File: config.mk
export PLATFORM = sky130hd
export DESIGN_NAME = dbalu_top
export DESIGN_NICKNAME = d
export VERILOG_FILES = /design/src/rtl/dbalu_pkg.sv /design/src/rtl/dbalu_add.sv /design/src/rtl/dbalu_sub.sv /design/src/rtl/dbalu_misc.sv /design/src/rtl/dbalu_top.sv
export SDC_FILE = /design/constraint.sdc
export NUM_CORES = 1
export LEC_CHECK = 0
export BUFFER_PORTS_ARGS = -buffer_cell sky130_fd_sc_hd__buf_2
export CAP_MARGIN = 20
export CORE_UTILIZATION = 50
export CTS_CLUSTER_SIZE = 25
export DETAILED_ROUTE_END_ITERATION = 6
export HOLD_SLACK_MARGIN = 0.03
export PLACE_DENSITY = 0.71
export SLEW_MARGIN = 20
export SYNTH_ARGS = -nofsm -noshare
export SYNTH_HDL_FRONTEND = slang
export SYNTH_SLANG_ARGS = --single-unit
File: constraint.sdc
create_clock -name clk -period 12.6 [get_ports clk]
set_clock_uncertainty 0.2 [all_clocks]
set_input_delay 2.52 -clock clk [delete_from_list [all_inputs] [get_ports clk]]
set_output_delay 2.52 -clock clk [all_outputs]
set_load 0.005 [all_outputs]
File: src/rtl/dbalu_pkg.sv
package dbalu_pkg;

    parameter int DW = 8;
    localparam int NW = DW / 2;

    localparam int DIGIT_MAX = 9;
    localparam int NIB_FIX   = 6;
    localparam int HI_LIMIT  = DIGIT_MAX << NW;
    localparam int HI_FIX    = NIB_FIX << NW;

    typedef enum logic [2:0] {
        OP_ADC  = 3'd0,
        OP_SBC  = 3'd1,
        OP_INC  = 3'd2,
        OP_DEC  = 3'd3,
        OP_BITI = 3'd4,
        OP_BITM = 3'd5,
        OP_RSV6 = 3'd6,
        OP_RSV7 = 3'd7
    } alu_op_e;

    typedef struct packed {
        logic n;
        logic v;
        logic z;
        logic c;
    } flags_t;

    typedef struct packed {
        logic [DW-1:0] res;
        flags_t        flg;
        flags_t        upd;
    } alu_out_t;

    function automatic logic is_zero(input logic [DW-1:0] x);
        return (x == '0);
    endfunction

    localparam flags_t UPD_ALL  = '{n: 1'b1, v: 1'b1, z: 1'b1, c: 1'b1};
    localparam flags_t UPD_NZ   = '{n: 1'b1, v: 1'b0, z: 1'b1, c: 1'b0};
    localparam flags_t UPD_NVZ  = '{n: 1'b1, v: 1'b1, z: 1'b1, c: 1'b0};
    localparam flags_t UPD_Z    = '{n: 1'b0, v: 1'b0, z: 1'b1, c: 1'b0};
    localparam flags_t UPD_NONE = '{n: 1'b0, v: 1'b0, z: 1'b0, c: 1'b0};

endpackage

File: src/rtl/dbalu_add.sv
module dbalu_add
    import dbalu_pkg::*;
(
    input  logic [DW-1:0] a,
    input  logic [DW-1:0] m,
    input  logic          cin,
    input  logic          dec,
    output alu_out_t      o
);
    localparam int LW = NW + 2;
    localparam int HW = DW + 2;
    localparam int SW = DW + 1;

    logic [SW-1:0] bsum;
    logic [LW-1:0] lo;
    logic [HW-1:0] hi;
    logic          dv;
    logic          dc;
    logic [DW-1:0] dres;

    always_comb begin
        bsum = SW'(a) + SW'(m) + SW'(cin);

        lo = LW'(a[NW-1:0]) + LW'(m[NW-1:0]) + LW'(cin);
        hi = HW'({a[DW-1:NW], {NW{1'b0}}}) + HW'({m[DW-1:NW], {NW{1'b0}}});
        if (lo > LW'(DIGIT_MAX)) begin
            hi = hi + HW'(1 << NW);
            lo = lo + LW'(NIB_FIX);
        end
        dv = ~(a[DW-1] ^ m[DW-1]) & (a[DW-1] ^ hi[DW-1]);
        if (hi > HW'(HI_LIMIT)) begin
            hi = hi + HW'(HI_FIX);
        end
        dc   = |hi[HW-1:DW];
        dres = {hi[DW-1:NW], lo[NW-1:0]};

        o.upd = UPD_ALL;
        if (dec) begin
            o.res   = dres;
            o.flg.v = dv;
            o.flg.c = dc;
        end else begin
            o.res   = bsum[DW-1:0];
            o.flg.v = ~(a[DW-1] ^ m[DW-1]) & (a[DW-1] ^ bsum[DW-1]);
            o.flg.c = bsum[DW];
        end
        o.flg.n = o.res[DW-1];
        o.flg.z = is_zero(o.res);
    end
endmodule

File: src/rtl/dbalu_sub.sv
module dbalu_sub
    import dbalu_pkg::*;
(
    input  logic [DW-1:0] a,
    input  logic [DW-1:0] m,
    input  logic          cin,
    input  logic          dec,
    output alu_out_t      o
);
    localparam int SW = DW + 1;
    localparam int NB = NW + 1;

    logic          bw;
    logic [SW-1:0] diff;
    logic          neg;
    logic          lo_bw;
    logic [DW-1:0] dres;

    always_comb begin
        bw    = ~cin;
        diff  = SW'(a) - SW'(m) - SW'(bw);
        neg   = diff[DW];
        lo_bw = NB'(a[NW-1:0]) < (NB'(m[NW-1:0]) + NB'(bw));
        dres  = diff[DW-1:0]
              - (neg   ? DW'(HI_FIX)  : '0)
              - (lo_bw ? DW'(NIB_FIX) : '0);

        o.upd   = UPD_ALL;
        o.res   = dec ? dres : diff[DW-1:0];
        o.flg.v = (a[DW-1] ^ diff[DW-1]) & (a[DW-1] ^ m[DW-1]);
        o.flg.c = ~neg;
        o.flg.n = o.res[DW-1];
        o.flg.z = is_zero(o.res);
    end
endmodule

File: src/rtl/dbalu_misc.sv
module dbalu_misc
    import dbalu_pkg::*;
(
    input  alu_op_e       op,
    input  logic [DW-1:0] a,
    input  logic [DW-1:0] m,
    output alu_out_t      o
);
    logic [DW-1:0] masked;

    always_comb begin
        masked = a & m;
        o      = '0;
        o.res  = a;
        unique case (op)
            OP_INC, OP_DEC: begin
                o.res   = (op == OP_INC) ? a + DW'(1) : a - DW'(1);
                o.flg.n = o.res[DW-1];
                o.flg.z = is_zero(o.res);
                o.upd   = UPD_NZ;
            end
            OP_BITM: begin
                o.flg.n = m[DW-1];
                o.flg.v = m[DW-2];
                o.flg.z = is_zero(masked);
                o.upd   = UPD_NVZ;
            end
            OP_BITI: begin
                o.flg.z = is_zero(masked);
                o.upd   = UPD_Z;
            end
            default: begin
                o.upd = UPD_NONE;
            end
        endcase
    end
endmodule

File: src/rtl/dbalu_top.sv
module dbalu_top
    import dbalu_pkg::*;
(
    input  logic          clk,
    input  logic          rst,
    input  logic          in_valid,
    input  logic [2:0]    op_i,
    input  logic [DW-1:0] acc_i,
    input  logic [DW-1:0] opnd_i,
    input  logic          carry_i,
    input  logic          dec_i,
    output logic          out_valid,
    output logic [DW-1:0] res_o,
    output logic          flag_n_o,
    output logic          flag_v_o,
    output logic          flag_z_o,
    output logic          flag_c_o,
    output logic [3:0]    upd_o
);
    alu_op_e  op_e;
    alu_out_t add_o;
    alu_out_t sub_o;
    alu_out_t misc_o;
    alu_out_t sel;
    alu_out_t q;
    logic     vld_q;

    assign op_e = alu_op_e'(op_i);

    dbalu_add u_add (
        .a   (acc_i),
        .m   (opnd_i),
        .cin (carry_i),
        .dec (dec_i),
        .o   (add_o)
    );

    dbalu_sub u_sub (
        .a   (acc_i),
        .m   (opnd_i),
        .cin (carry_i),
        .dec (dec_i),
        .o   (sub_o)
    );

    dbalu_misc u_misc (
        .op (op_e),
        .a  (acc_i),
        .m  (opnd_i),
        .o  (misc_o)
    );

    always_comb begin
        unique case (op_e)
            OP_ADC:  sel = add_o;
            OP_SBC:  sel = sub_o;
            default: sel = misc_o;
        endcase
    end

    always_ff @(posedge clk) begin
        if (rst) begin
            vld_q <= 1'b0;
            q     <= '0;
        end else begin
            vld_q <= in_valid;
            if (in_valid) begin
                q <= sel;
            end
        end
    end

    assign out_valid = vld_q;
    assign res_o     = q.res;
    assign flag_n_o  = q.flg.n;
    assign flag_v_o  = q.flg.v;
    assign flag_z_o  = q.flg.z;
    assign flag_c_o  = q.flg.c;
    assign upd_o     = q.upd;
endmodule

Word-level counts from Yosys, hierarchy flattened
Index checks and enable logic that the tools add are counted.

word-level totals
  register bits = 17
  logic and storage cells = 68
  memories = 0
  output and inout bits = 17
  bits in read-only memories = 0
  memory bits (writable) = 0
  latch bits = 0

cells by class
  $lt $le $gt $ge = 3
  divide/modulo/power cells = 0
  bitwise operators = 11
  add/sub/neg operators = 15
  reductions and logical operators = 8
  equal/unequal tests = 5
  muxes and demuxes = 16
  $mul = 0
  shift operators = 0

operator list
  cell                                                                              number
  8-bit logical NOT                                                                 4
  8-bit 2-to-1 mux                                                                  4
  16-bit case mux with 2 select lines                                               1
  10-bit 2-to-1 mux                                                                 2
  8-bit by 8-bit adder with 9-bit output                                            2
  8-bit subtractor                                                                  2
  4-bit case mux with 3 select lines                                                1
  10-bit by 5-bit adder with 10-bit output, second input constant                   1
  10-bit by 7-bit adder with 10-bit output, second input constant                   1
  10-bit by 8-bit greater-than comparator with 1-bit output, second input constant  1
  9-bit by 1-bit adder with 9-bit output                                            1
  8-bit by 8-bit subtractor with 9-bit output                                       1
  9-bit by 1-bit subtractor with 9-bit output                                       1
  8-bit by 1-bit adder with 8-bit output, second input constant                     1
  8-bit AND                                                                         1
  8-bit by 1-bit subtractor with 8-bit output, second input constant                1
  7-bit 2-to-1 mux                                                                  1
  5-bit by 1-bit adder with 6-bit output                                            1
  3-bit by 2-bit == test with 1-bit output, second input constant                   2
  3-bit == test, second input constant                                              2
  6-bit by 4-bit greater-than comparator with 1-bit output, second input constant   1
  2-bit OR reduction                                                                3
  4-bit by 1-bit adder with 5-bit output                                            1
  4-bit by 4-bit adder with 5-bit output                                            1
  other kinds (11)                                                                  21

Depth between registers and ports, before layout
Gate-level depths: netlist (run 1).

  word-level depth = 9
  mapped depth = 20

Hierarchy
Synthesis (run 1) repeated with hierarchy kept, for this count alone.

second synthesis, totals
  cells, all modules = 465
  area total of the unflattened synthesis = 3641.0 um2

modules (own cells, without submodules)
  module      cells each  area each (um2)  sequential area each (um2)  times used
  dbalu_sub   149         1134.8           0.0                         1
  dbalu_top   113         952.2            340.3                       1
  dbalu_add   121         910.9            0.0                         1
  dbalu_misc  82          643.1            0.0                         1

Least setup slack after synthesis (run 1)
OpenSTA, ideal clock, no wires.

  path type = input -> register
  from = input port carry_i
  to = register q (netlist bit flag_z_o)
  buffers on the path = 0
  required time = 12.299 ns
  setup time = 0.101 ns
  path slack = 6.421 ns
  stages on the path = 19
  arrival = 5.878 ns
  path through = inv_1 > ha_1 > ha_1 > inv_1 > ha_1 > nor2b_1 > o21a_1 > o21a_1 > o21ai_0 > ha_1 > inv_1 > ha_1 > a21oi_1 > nand2_1 > or4_1 > o21ai_0 > a32oi_1 > xor2_1 > o41ai_1

on the way
  word-level cells in the longest chain between the ends = 8
  elaborated cells on any way between the ends = 22
  classes of those cells = add/sub (8); order compare (3); mux (8); bitwise (1); reduce/logical (2)

RTL lines
  element                                                                   line                              RTL
  start, declared                                                           dbalu_top.sv:10                   input logic carry_i,
  1-bit inverter or 5-bit by 1-bit adder with 6-bit output (tied branches)  dbalu_sub.sv:20, dbalu_add.sv:24
  9-bit by 1-bit subtractor with 9-bit output (tied with other cells)       dbalu_sub.sv:21                   diff = SW'(a) - SW'(m) - SW'(bw);
  7-bit 2-to-1 mux (tied with other cells)                                  dbalu_sub.sv:25                   - (neg ? DW'(HI_FIX) : '0)
  8-bit subtractor (tied with other cells)                                  dbalu_sub.sv:25
  8-bit subtractor or 10-bit 2-to-1 mux (tied branches)                     dbalu_sub.sv:26, dbalu_add.sv:31
  8-bit 2-to-1 mux, on equally long branches                                dbalu_sub.sv:29, dbalu_add.sv:38
  8-bit logical NOT                                                         dbalu_pkg.sv:36                   return (x == '0);
  16-bit case mux with 2 select lines (*)                                   dbalu_top.sv:54                   unique case (op_e)
  end signal, assigned                                                      dbalu_top.sv:68                   q <= sel;
  end, declared                                                             dbalu_top.sv:25                   alu_out_t q;

Every way passes the cells marked *; elsewhere a longest branch is shown, timed or not.
A chain may end at the register's enable or synchronous reset.

Worst setup path in the final report (run 1)
  from = input port acc_i[0]
  to = register q (netlist bit res_o[7])

on the way
  word-level cells in the longest chain between the ends = 8
  elaborated cells on any way between the ends = 23
  classes of those cells = add/sub (11); order compare (3); mux (9)

RTL lines
  element                                                                                              line             RTL
  start, declared                                                                                      dbalu_top.sv:8   input logic [DW-1:0] acc_i,
  parallel branches: the longest is 7 deep, another holds 8-bit by 8-bit subtractor with 9-bit output  n/a
  16-bit case mux with 2 select lines (*)                                                              dbalu_top.sv:54

Mark *: on every way between the ends.

==> impl_metrics.ini, run 1 <==
[worst_setup_path]
start_kind = input pin
r2r_slack_ps = 10460
path_delay_family = adder cells
cp.required_ps = 12580
crit_slowest_cell = or4_1
crit_type = input pin to flip-flop
reg2reg_from = flag_z_o$_SDFFE_PP0P_
crit_chain = buf_2, inv_1, fa_1, fa_1, a21boi_0, o21ai_0, a31oi_1, xnor2_1, ha_1, inv_1, ha_1, or4_1, o21ai_0, a32oi_1, xor2_1, a21boi_2, a211oi_1
crit_buf_inv = 3
arrival_ps = 6530
slowest_delay_ps = 520
rr_endpoint = flag_z_o$_SDFFE_PP0P_
end_kind = flip-flop
rr_worst_depth = 7
crit_cells = 17
worst-path-max-fanout = 7

[synthesis]
syn_avg_cell_area_um2 = 7.97
synth-edff-count = 0
ys_types = 73
ys_ff_latch = 17
yosys_warnings = 0
synth_cells = 389
syn_nets = 463
synth_ff_type = dfxtp_1
synth_area_mm2 = 0.00310
async_flop_share = 0
synth_seq_area_share = 0.110

[global_route]
grt_pass1_vias = 2627
grt_max_degree = 24
track_usage = 0.250
grt_overflow = 0
antenna_found_initial = 0
grt_first_pass_wirelength_um = 12700

[sta]
timing.final.crit_share = 0.520
max_freq_mhz = 153
hold_viol_final = 0
tns_ps = 0
min_period_ps = 6550
layout_setup_ws_ps = 6050
max-slew-margin-rel = 0.529
tightest_slew_ps = 704
rsz0062_at_grt = false
hold_ws_ps = 263
final_max_slew_viol_count = 0
setup_violations = 0

[worst_hold_path]
min_path_type = flip-flop to flip-flop
worstHoldStart = upd_o[0]$_SDFFE_PP0P_
whs_path_depth = 2
holdPathEnd = upd_o[0]$_SDFFE_PP0P_

[clock_network]
cts_tree = built
clk_pin_slew_ps = 70
numClockSinks = 17
cts_hold_buf = 0
clk_latency_ps = 260
cts-buffers-inserted = 3
clockRootBuffer = clkbuf_8
cts_setup_buffers = 0
htreeDepth = 1
cts_resized = 0
cts_buffer_depth = 2

[place]
place_area_mm2 = 0.00324
port_buffers = 40
gp_congestion = 0.838
pre_cts_slack_ps = 5820
dp_hpwl_um = 6310

[pwr]
power_switching_mw = 0.142
switching_share = 0.459
intPower_mw = 0.168
p_clk_frac = 0.133
comb_power_share = 0.675
peakVddDrop_uv = 61.2
p_per_area_mw_per_mm2 = 94.4
leakage_nw = 1.46
seqPwrFrac = 0.192

[layout]
design_area_mm2 = 0.00329
nets = 495
n_antenna_cell = 0
final_util = 0.552
area_growth_syn_to_layout_pct = 6.14
drive_gt1_frac = 0.155

[detailed_routing]
dr.pass1.iters = 5
routed_wl_um = 7740
wl_per_cell_um = 15.6
drc = 0
vias = 2927
drtIter0Drc = 216
via_per_inst = 5.91
ant_nets = 0

[die]
die_area_mm2 = 0.00652
die_w_um = 80.7
rows = 28
core_area_mm2 = 0.00596
start_util = 0.520
ioPinCount = 41
fp.dieH_um = 80.7

[job]
maxCapViolations = 0

[status]
status = finished clean
==> state kept, by name, summed over array words and instances (netlist names) <==
register   cells
flag_c_o       1
flag_n_o       1
flag_v_o       1
flag_z_o       1
out_valid      1
res_o          8
upd_o          4
==> metrics by stage <==
step	power, mW	std cells
after global routing	0.337	495
after floorplan	0.227	389
final	0.310	495
after CTS	0.309	495
after global placement	0.263	491
after detailed placement	0.267	491
==> synth_stat cells, types with 3 or more instances <==
| library cell | number | area (um2) |
|---|---|---|
| buf_6 | 4 | 45.0 |
| nor2_1 | 40 | 150 |
| nand2b_1 | 5 | 31.3 |
| and3_2 | 3 | 22.5 |
| mux2i_1 | 5 | 50.1 |
| clkbuf_8 | 7 | 96.3 |
| o21a_1 | 3 | 22.5 |
| a31oi_1 | 5 | 31.3 |
| nand4_1 | 4 | 25.0 |
| xnor2_1 | 26 | 228 |
| o21ai_0 | 19 | 95.1 |
| o41ai_1 | 4 | 35.0 |
| a21o_1 | 3 | 22.5 |
| fa_1 | 6 | 120 |
| nor3_1 | 11 | 55.1 |
| a221oi_1 | 3 | 26.3 |
| a211oi_1 | 5 | 37.5 |
| xor2_1 | 12 | 105 |
| nand3_1 | 11 | 55.1 |
| a21oi_1 | 16 | 80.1 |
| a311oi_1 | 7 | 61.3 |
| ha_1 | 44 | 551 |
| o21bai_1 | 5 | 37.5 |
| nand2_1 | 28 | 105 |
| inv_1 | 32 | 120 |
| or4_1 | 3 | 22.5 |
| dfxtp_1 | 17 | 340 |
==> worst reg2reg max path, delay by kind of cell (launching register included) <==
family,cells,cell delay [ps]
simple gates,4,950
compound gates,3,540
flops,1,350
==> placed cells by master, fill, tap and decap left out, types with 5 or more instances in the layout <==
cell type and instances:
ha_1 44, nor2_1 40, buf_2 40, inv_1 32, nand2_1 28, xnor2_1 26
o21ai_0 19, dfxtp_1 17, a21oi_1 16, xor2_1 12, nor3_1 11, nand3_1 11
a311oi_1 7, fa_1 6, a31oi_1 5, nand2b_1 5, o21bai_1 5, mux2i_1 5
a211oi_1 5
==> power by group through the flow <==
stage          clock [mW]  sequential (mW)  combinational [mW]
2_1_floorplan           0           0.0613               0.165
3_3_place_gp            0           0.0607               0.202
3_5_place_dp            0           0.0608               0.206
4_1_cts            0.0422           0.0596               0.207
5_1_grt            0.0436           0.0602               0.234
6_report           0.0414           0.0596               0.209
==> how the worst max path moves through the flow <==
stage	start	end
global route	acc_i[0]	res_o[7]$_SDFFE_PP0P_
finish	acc_i[0]	res_o[7]$_SDFFE_PP0P_
CTS	acc_i[0]	res_o[7]$_SDFFE_PP0P_
global placement	acc_i[0]	res_o[7]$_SDFFE_PP0P_
detailed placement	acc_i[0]	res_o[7]$_SDFFE_PP0P_
floorplan	carry_i	flag_z_o$_SDFFE_PP0P_
==> cell families after synthesis <==
family,synth area share
DFF,0.110
buffers and inverters,0.0892
adders and majority gates,0.216
AOI/OAI and AO/OA,0.249
xor gates and xnor gates,0.107
and+or+nand+nor,0.205
muxes,0.0234
==> area by class of cell <==
class	count	area, um2
Clock buffer	4	45.0
Fill cell	598	2670
Inverter	34	128
Multi-Input combinational cell	325	2480
Sequential cell	17	340
Tap cell	75	93.8
Timing Repair Buffer	40	200
==> metal layers <==
layer,track usage,up-vias,share of wire
li1,-,1472,-
met1,0.353,1340,0.48
met2,0.408,105,0.46
met3,0.0281,10,0.058
met4,0.0518,0,0.0090
met5,0,-,0
Note: power is estimated with default switching activity, not from simulation.
==> run 2, diff against run 1 <==
Settings changed: ABC_AREA set to 1.
Clock period 12.6 ns to 6.74 ns, I/O delays scaled along.
==> run 2 against run 1 <==
  * Synthesized cell count up 28%
  * Largest cell class unchanged
  * Final cell count rose by 23%
  * Clock power is 91% higher
  * Critical endpoint is now flag_z_o$_SDFFE_PP0P_
  * Highest routed layer unchanged
==> impl_metrics.ini, run 2 <==
[status]
status = finished clean

[layout]
nFillCells = 629
layout.cells.non_filler = 610
drive_gt1_frac = 0.125
n_antenna_cell = 0
design_area_mm2 = 0.00339
largest_reg_flops = 8
layout.cells.most_common = nand2_1
nets = 610
final_cell_mix = 129 x nand2_1, 79 x inv_1, 44 x ha_1
area_growth_syn_to_layout_pct = 10.2
final_util = 0.572

[sta]
tightest_slew_ps = 624
setup_violations = 0
rsz0062_at_grt = false
min_period_ps = 4730
max-slew-margin-rel = 0.582
hold_viol_final = 0
hold_ws_ps = 283
final_max_slew_viol_count = 0
layout_setup_ws_ps = 2010
timing.final.crit_share = 0.701
max_freq_mhz = 212
tns_ps = 0

[detailed_routing]
drtIter0Drc = 222
vias = 3256
ant_nets = 0
dr.pass1.iters = 5
via_per_inst = 5.34
wl_per_cell_um = 13.5
routed_wl_um = 8210
drc = 0

[synthesis]
synth_top_area_share = 0.179
synth_area_mm2 = 0.00308
syn_avg_cell_area_um2 = 6.18
synth_seq_area_share = 0.111
synth-simple-area-share = 0.361
yosysMostFrequentCell = nand2_1
yosys_warnings = 0
synth_mux_area_frac = 0
synth-edff-count = 0
synth_cells = 498
yosys.area.top_type = ha_1
async_flop_share = 0
synth-xor-area-share = 0.0569
ys_ff_latch = 17
syn_nets = 572
synth_common_cells = 129 x nand2_1, 79 x inv_1, 44 x ha_1, 42 x nand3_1, 41 x nor2_1
ys_types = 36
synth_top_family_by_area = simple AND/OR/NAND/NOR gates
synth_compound_area_frac = 0.146
synth_ff_type = dfxtp_1
synthTopCellsByArea = ha_1 18%, nand2_1 16%, dfxtp_1 11%
synth_fa_ha_area_frac = 0.218

[place]
port_buffers = 40
dp.cells = 606
dp_hpwl_um = 6820
pre_cts_slack_ps = 1750
place_area_mm2 = 0.00334
gp_congestion = 0.867

[job]
maxCapViolations = 0

[die]
core_area_mm2 = 0.00592
ioPinCount = 41
die_w_um = 80.4
rows = 28
die_area_mm2 = 0.00647
fp.dieH_um = 80.4
start_util = 0.520

[clock_network]
htreeDepth = 1
numClockSinks = 17
clk_pin_slew_ps = 70
cts_hold_buf = 0
clk_latency_ps = 260
cts_tree = built
cts-buffers-inserted = 3
clockRootBuffer = clkbuf_8
cts_resized = 0
cts_setup_buffers = 0
cts_buffer_depth = 2

[global_route]
grt_pass1_vias = 2959
grt_max_degree = 23
grt_first_pass_wirelength_um = 13700
antenna_found_initial = 0
track_usage = 0.270
grt_overflow = 0

[pwr]
power_mw = 0.582
p_per_area_mw_per_mm2 = 172
leakage_nw = 1.87
peakVddDrop_uv = 131

[worst_hold_path]
min_path_type = flip-flop to flip-flop
whs_path_depth = 2
worstHoldStart = upd_o[0]$_SDFFE_PP0P_
holdPathEnd = upd_o[0]$_SDFFE_PP0P_

[worst_setup_path]
start_kind = input pin
crit_path_start = carry_i
arrival_ps = 4720
rr_worst_depth = 1
reg2reg_from = res_o[3]$_SDFFE_PP0P_
cp.required_ps = 6740
rr_endpoint = res_o[3]$_SDFFE_PP0P_
crit_type = input pin to flip-flop
r2r_slack_ps = 5830
worst-path-max-fanout = 3
end_kind = flip-flop
[run 2: critical path: stages]
cell     delay (ps)
buf_2            90
inv_1            80
ha_1            210
ha_1            280
inv_1            40
ha_1            260
inv_1            50
nor2_1           30
o21a_1          160
o21a_1          150
o21ai_0         320
ha_1            310
or2_2           310
a21oi_1         170
nand3_1         110
xor2_1          160
nand2_1          60
nand2_1          80
nand2_1          50
a21oi_1         130
nand3_1         100
nand2_1          70
inv_1            40
a21oi_2         110
[run 2: metal layers]
layer / vias up / part of all wire / track usage
met5: - / 0 / 0
met4: 0 / 0.0088 / 0.0268
met3: 11 / 0.045 / 0.0261
met2: 77 / 0.48 / 0.483
met1: 1476 / 0.46 / 0.358
li1: 1692 / - / -
[run 2: kinds of logic after synthesis]
logic type | after synthesis
and+or+nand+nor | 248
buffers and inverters | 88
AOI/OAI and AO/OA | 75
adders and majority gates | 50
xor gates and xnor gates | 20
DFF | 17
[run 2: worst max-delay path by stage]
stage                                  endpoint  slack, ps
after floorplan           flag_z_o$_SDFFE_PP0P_       2150
after global placement    flag_z_o$_SDFFE_PP0P_       1840
after detailed placement  flag_z_o$_SDFFE_PP0P_       1750
after CTS                 flag_z_o$_SDFFE_PP0P_       2000
after global routing      flag_z_o$_SDFFE_PP0P_       1670
final                     flag_z_o$_SDFFE_PP0P_       2010
[run 2: cell type report]
class | instances | area (um2) | area share
Inverter | 81 | 304 | 0.0897
Tap cell | 75 | 93.8 | 0.0277
Multi-Input combinational cell | 393 | 2410 | 0.710
Sequential cell | 17 | 340 | 0.100
Timing Repair Buffer | 40 | 200 | 0.0591
Clock buffer | 4 | 45.0 | 0.0133
[run 2: power by group]
| part | total, mW | internal [mW] | switching (mW) |
|---|---|---|---|
| Combinational | 0.391 | 0.142 | 0.249 |
| Sequential | 0.111 | 0.108 | 0.00349 |
| Clock | 0.0789 | 0.0421 | 0.0369 |
| Total | 0.582 | 0.292 | 0.290 |
